## src/rtl/calc_pkg.sv

```systemverilog
package calc_pkg;
    localparam int KEY_W      = 5;
    localparam int DIG_W      = 4;
    localparam int DISP_W     = 8;
    localparam int MAX_DIGIT  = 9;
    localparam int MAX_RESULT = MAX_DIGIT * MAX_DIGIT;

    localparam int CODE_ADD = 10;
    localparam int CODE_SUB = 11;
    localparam int CODE_MUL = 12;
    localparam int CODE_EQ  = 13;

    typedef enum logic [1:0] {
        ST_OPA = 2'd0,
        ST_OPR = 2'd1,
        ST_OPB = 2'd2,
        ST_EQU = 2'd3
    } step_t;

    typedef enum logic [1:0] {
        OP_ADD = 2'd0,
        OP_SUB = 2'd1,
        OP_MUL = 2'd2
    } op_t;

    typedef struct packed {
        logic             is_digit;
        logic             is_op;
        logic             is_eq;
        logic [DIG_W-1:0] digit;
        op_t              op;
    } key_class_t;
endpackage

```

## src/rtl/calc_key_class.sv

```systemverilog
module calc_key_class
    import calc_pkg::*;
#(
    parameter int CODE_W = KEY_W
) (
    input  logic [CODE_W-1:0] code,
    output key_class_t        cls
);
    always_comb begin
        cls          = '0;
        cls.is_digit = (code <= CODE_W'(MAX_DIGIT));
        cls.digit    = code[DIG_W-1:0];
        cls.is_eq    = (code == CODE_W'(CODE_EQ));
        cls.op       = OP_ADD;
        if (code == CODE_W'(CODE_ADD)) begin
            cls.is_op = 1'b1;
            cls.op    = OP_ADD;
        end else if (code == CODE_W'(CODE_SUB)) begin
            cls.is_op = 1'b1;
            cls.op    = OP_SUB;
        end else if (code == CODE_W'(CODE_MUL)) begin
            cls.is_op = 1'b1;
            cls.op    = OP_MUL;
        end
    end
endmodule

```

## src/rtl/calc_alu.sv

```systemverilog
module calc_alu
    import calc_pkg::*;
#(
    parameter int OUT_W = DISP_W
) (
    input  logic [DIG_W-1:0] opa,
    input  logic [DIG_W-1:0] opb,
    input  op_t              op,
    output logic [OUT_W-1:0] result,
    output logic             negative
);
    localparam int PAD = OUT_W - DIG_W;

    logic [OUT_W-1:0] a_ext;
    logic [OUT_W-1:0] b_ext;

    assign a_ext = {{PAD{1'b0}}, opa};
    assign b_ext = {{PAD{1'b0}}, opb};

    always_comb begin
        result   = '0;
        negative = 1'b0;
        unique case (op)
            OP_ADD: result = a_ext + b_ext;
            OP_SUB: begin
                if (opa < opb) begin
                    negative = 1'b1;
                end else begin
                    result = a_ext - b_ext;
                end
            end
            OP_MUL: result = a_ext * b_ext;
            default: result = '0;
        endcase
    end
endmodule

```

## src/rtl/keypad_calc.sv

```systemverilog
module keypad_calc
    import calc_pkg::*;
#(
    parameter int CODE_W = KEY_W,
    parameter int OUT_W  = DISP_W
) (
    input  logic              clk,
    input  logic              rst,
    input  logic              clr,
    input  logic              key_valid,
    input  logic [CODE_W-1:0] key_code,
    output logic [OUT_W-1:0]  disp_value,
    output logic              neg_flag
);
    step_t            step_q;
    op_t              op_q;
    logic [DIG_W-1:0] opa_q;
    logic [DIG_W-1:0] opb_q;
    logic [OUT_W-1:0] disp_q;
    logic             neg_q;

    key_class_t       cls;
    logic [OUT_W-1:0] alu_res;
    logic             alu_neg;

    calc_key_class #(.CODE_W(CODE_W)) u_class (
        .code (key_code),
        .cls  (cls)
    );

    calc_alu #(.OUT_W(OUT_W)) u_alu (
        .opa      (opa_q),
        .opb      (opb_q),
        .op       (op_q),
        .result   (alu_res),
        .negative (alu_neg)
    );

    always_ff @(posedge clk) begin
        if (rst || clr) begin
            step_q <= ST_OPA;
            op_q   <= OP_ADD;
            opa_q  <= '0;
            opb_q  <= '0;
            disp_q <= '0;
            neg_q  <= 1'b0;
        end else if (key_valid) begin
            unique case (step_q)
                ST_OPA: if (cls.is_digit) begin
                    opa_q  <= cls.digit;
                    disp_q <= OUT_W'(cls.digit);
                    neg_q  <= 1'b0;
                    step_q <= ST_OPR;
                end
                ST_OPR: if (cls.is_op) begin
                    op_q   <= cls.op;
                    step_q <= ST_OPB;
                end
                ST_OPB: if (cls.is_digit) begin
                    opb_q  <= cls.digit;
                    disp_q <= OUT_W'(cls.digit);
                    step_q <= ST_EQU;
                end
                ST_EQU: if (cls.is_eq) begin
                    disp_q <= alu_res;
                    neg_q  <= alu_neg;
                    step_q <= ST_OPA;
                end
                default: step_q <= ST_OPA;
            endcase
        end
    end

    assign disp_value = disp_q;
    assign neg_flag   = neg_q;
endmodule

```

## config.mk

```make
export PLATFORM = sky130hd
export DESIGN_NAME = keypad_calc
export DESIGN_NICKNAME = d
export VERILOG_FILES = /design/src/rtl/calc_pkg.sv /design/src/rtl/calc_key_class.sv /design/src/rtl/calc_alu.sv /design/src/rtl/keypad_calc.sv
export SDC_FILE = /design/constraint.sdc
export NUM_CORES = 1
export LEC_CHECK = 0
export BUFFER_PORTS_ARGS = -buffer_cell sky130_fd_sc_hd__buf_2
export CORE_MARGIN = 2
export CORE_UTILIZATION = 30
export CTS_CLUSTER_SIZE = 12
export DETAILED_ROUTE_END_ITERATION = 10
export GPL_TIMING_DRIVEN = 0
export PLACE_DENSITY = 0.54
export SLEW_MARGIN = 20
export SYNTH_ARGS = -nofsm -noshare
export SYNTH_HDL_FRONTEND = slang
export SYNTH_HIERARCHICAL = 1
export SYNTH_SLANG_ARGS = --single-unit
```

## constraint.sdc

```tcl
create_clock -name clk -period 10.9 [get_ports clk]
set_clock_uncertainty 0.2 [all_clocks]
set_input_delay 0 -clock clk [delete_from_list [all_inputs] [get_ports clk]]
set_output_delay 0 -clock clk [all_outputs]
set_load 0.005 [all_outputs]
```

==> impl_metrics.env <==
export IMPL_root_buffer="clkbuf_8"
export IMPL_grt_overflow_total=0
export IMPL_internal_power_w=0.0001127
export IMPL_worstPathMaxFanout=8
export IMPL_grt_usage_pct=12.74
export IMPL_place_hpwl_mm=3.654
export IMPL_async_reset_ff_share_pct=0
export IMPL_syn2layout_area_growth_pct=15.91
export IMPL_p_comb_share_pct=13.5
export IMPL_viasPerCell=5.050
export IMPL_p_clk_share_pct=34.9
export IMPL_clkTransAtPathRegs_ps=80
export IMPL_reg2reg_depth=12
export IMPL_drv_slew=0
export IMPL_die_w_um=85.59
export IMPL_final_common_cell="ha_1"
export IMPL_synth_cell_types=49
export IMPL_yosysWarnings=6
export IMPL_hold_violations=0
export IMPL_detail_route_iter0_violations=54
export IMPL_power_leakage_nw=1.074
export IMPL_grt_start_max_net_pins=13
export IMPL_vias=1727
export IMPL_cts_sinks=21
export IMPL_synth_edf_count=0
export IMPL_cts_tree="done"
export IMPL_ys_ff_latch=21
export IMPL_cts_buffers=3
export IMPL_place_ws_ps=7163
export IMPL_first_global_vias=1672
export IMPL_cp_end_kind="flop"
export IMPL_wl_per_cell_um=13.50
export IMPL_mostFrequentLayoutCells="ha_1 (24), dfxtp_1 (21), nor2_1 (20), nand2_1 (20), buf_2 (19)"
export IMPL_cts_htree_levels=1
export IMPL_antenna_diode_count=0
export IMPL_finalCritPeriodShare_pct=34.58
export IMPL_fillers=682
export IMPL_die_area_um2=7325
export IMPL_portBuffers=17
export IMPL_postRouteAntennaNets=0
export IMPL_layout_drive_gt1_share_pct=13.96
export IMPL_cp_start_kind="flop"
export IMPL_finalSetupTns_ps=0
export IMPL_r2r_slack_ps=7130
export IMPL_worst_pin_slew_ps=499.6
export IMPL_synth_ff_type="dfxtp_1"
export IMPL_fin_area_um2=2315
export IMPL_outcome="completed"
export IMPL_placementRows=29
export IMPL_hold_path_class="input pin to flop"
export IMPL_cts_setup_buffers=0
export IMPL_syn_area_per_cell_um2=8.498
export IMPL_grt_pass1_wl_mm=7.665
export IMPL_drv_cap=0
export IMPL_power_frac_seq_pct=51.6
export IMPL_required_ps=10900
export IMPL_r2r_start="opa_q[1]"
export IMPL_drc=0
export IMPL_ys_seq_area_share_pct=21.05
export IMPL_antenna_found_initial=0
export IMPL_setup_ws_ps=7131
export IMPL_die_y_um=85.59
export IMPL_wirelength_mm=4.616
export IMPL_place_inst=329
export IMPL_core_area_um2=6386
export IMPL_finalCriticalPeriod_ps=3769
export IMPL_netSwitchingPower_w=0.00003906
export IMPL_fin_nets=305
export IMPL_gp_congestion=0.7891
export IMPL_clk_latency_ps=260
export IMPL_min_from="key_code[4]"
export IMPL_min_path_cells=5
export IMPL_setup_viol=0
export IMPL_firstDrtPassIters=4
export IMPL_layout_cells_non_filler=342
export IMPL_regToRegEndpoint="disp_value[6]"
export IMPL_synth_cells=235
export IMPL_switching_share_pct=25.74
export IMPL_path_class="flop to flop"
export IMPL_vdd_ir_drop_max_v=0.00004540
export IMPL_start_util_pct=31.27
export IMPL_worst_endpoint_arrival_ps=3770
export IMPL_rsz0062_at_grt="false"
export IMPL_syn_nets=274
export IMPL_slew_limit_headroom_pct=66.03
export IMPL_io_pins=18
export IMPL_holdPathEnd="op_q[1]"
export IMPL_fmax_ghz=0.2653
export IMPL_postPlaceCellArea_um2=2178
export IMPL_mappedNetlistArea_um2=1997
export IMPL_powerDensity_nw_per_um2=65.57
export IMPL_cts_path_max_buffers=2
[metal layers]
metal,global-route usage [%],vias to the layer above,wire (um)
li1,-,900,-
met1,18.05,805,2393
met2,20.95,22,2140
met3,1.732,0,82
met4,2.165,0,0
met5,0,-,0
[final cells by class]
cell class	count	area, um^2	area share (%)
Inverter	17	63.81	2.757
Clock buffer	3	41.29	1.784
Clock inverter	1	5.005	0.2162
Tap cell	77	96.34	4.162
Sequential cell	21	420.4	18.16
Multi-Input combinational cell	184	1424	61.51
Buffer	13	88.84	3.838
Timing Repair Buffer	26	175.2	7.568
[flip-flops by register name, summed over array words and instances (netlist names)]
signal      count
disp_value      8
opa_q           4
opb_q           4
op_q            2
step_q          2
neg_flag        1
[cells by family after synthesis]
family / Yosys count / share of synthesized area, %
AND/OR/NAND/NOR: 83 / 22.62
flip-flops: 21 / 21.05
AO/OA/AOI/OAI: 49 / 16.54
XOR/XNOR: 3 / 1.316
buffers and inverters: 30 / 7.644
adder cells (fa/ha/maj): 30 / 21.05
multiplexers: 19 / 9.774
[cells in the mapped netlist (all sizes together), types with 2 or more instances]
library cell	number	share of area (%)
nor3b	5	1.9
or4	5	1.9
clkbuf	3	0.56
dfxtp	21	21
o2111ai	3	1.3
buf	10	3.9
ha	24	15
nor2b	4	1.6
a21oi	15	3.9
fa	6	6.0
o31ai	7	2.6
inv	17	3.2
nand3b	2	0.75
nand2	20	3.8
nand4	2	0.63
nand3	4	1.0
a211oi	6	2.3
a21o	2	0.75
nand2b	6	2.0
and2	6	1.9
or4b	2	1.0
o21ai	4	1.0
mux2i	18	9.2
xor2	2	0.88
nor2	20	3.8
a31oi	4	1.3
[worst max-delay path by stage]
stage,to,from,slack [ps],depth (start not counted)
detailed placement,disp_value[6],opa_q[1],7160,12
floorplan,disp_value[6],opa_q[1],7440,12
CTS,disp_value[6],opa_q[1],7110,12
global route,disp_value[6],opa_q[1],6880,12
finish,disp_value[6],opa_q[1],7130,12
global placement,disp_value[6],opa_q[1],7160,12
[power by group through the flow]
stage	Clock (W)	Combinational, W	Sequential (W)
after floorplan	0	0.0000125	0.0000800
after global placement	0	0.0000179	0.0000801
after detailed placement	0	0.0000180	0.0000801
after CTS	0.0000544	0.0000204	0.0000783
after global routing	0.0000576	0.0000227	0.0000785
final	0.0000529	0.0000205	0.0000783
[per-stage QoR]
stage / total power, W / utilization (%) / hold slack, ps
2_1_floorplan: 0.00009244 / - / -18.95
3_3_place_gp: 0.00009805 / 34.11 / 88.39
3_5_place_dp: 0.00009814 / 34.11 / 95.05
4_1_cts: 0.0001531 / 36.25 / 10.58
5_1_grt: 0.0001588 / 36.25 / 61.91
6_report: 0.0001518 / 36.25 / 23.90
[worst max-delay path: stages (launching register included)]
cell and delay [ps]:
dfxtp_1 560, nand2_1 130, fa_1 510, inv_1 50, fa_1 530, fa_1 480
a21o_1 200, a21oi_1 200, nand4_1 120, nand3_1 120, nand2_1 50, or4_1 390
a21oi_1 150
[repair_timing]
item                                    CTS  global route
endpoints found under the setup margin    0             0
resized for setup                         0             0
hold buffers                              9             0
endpoints found under the hold margin    19             0
Note: power is estimated with default switching activity, not from simulation.
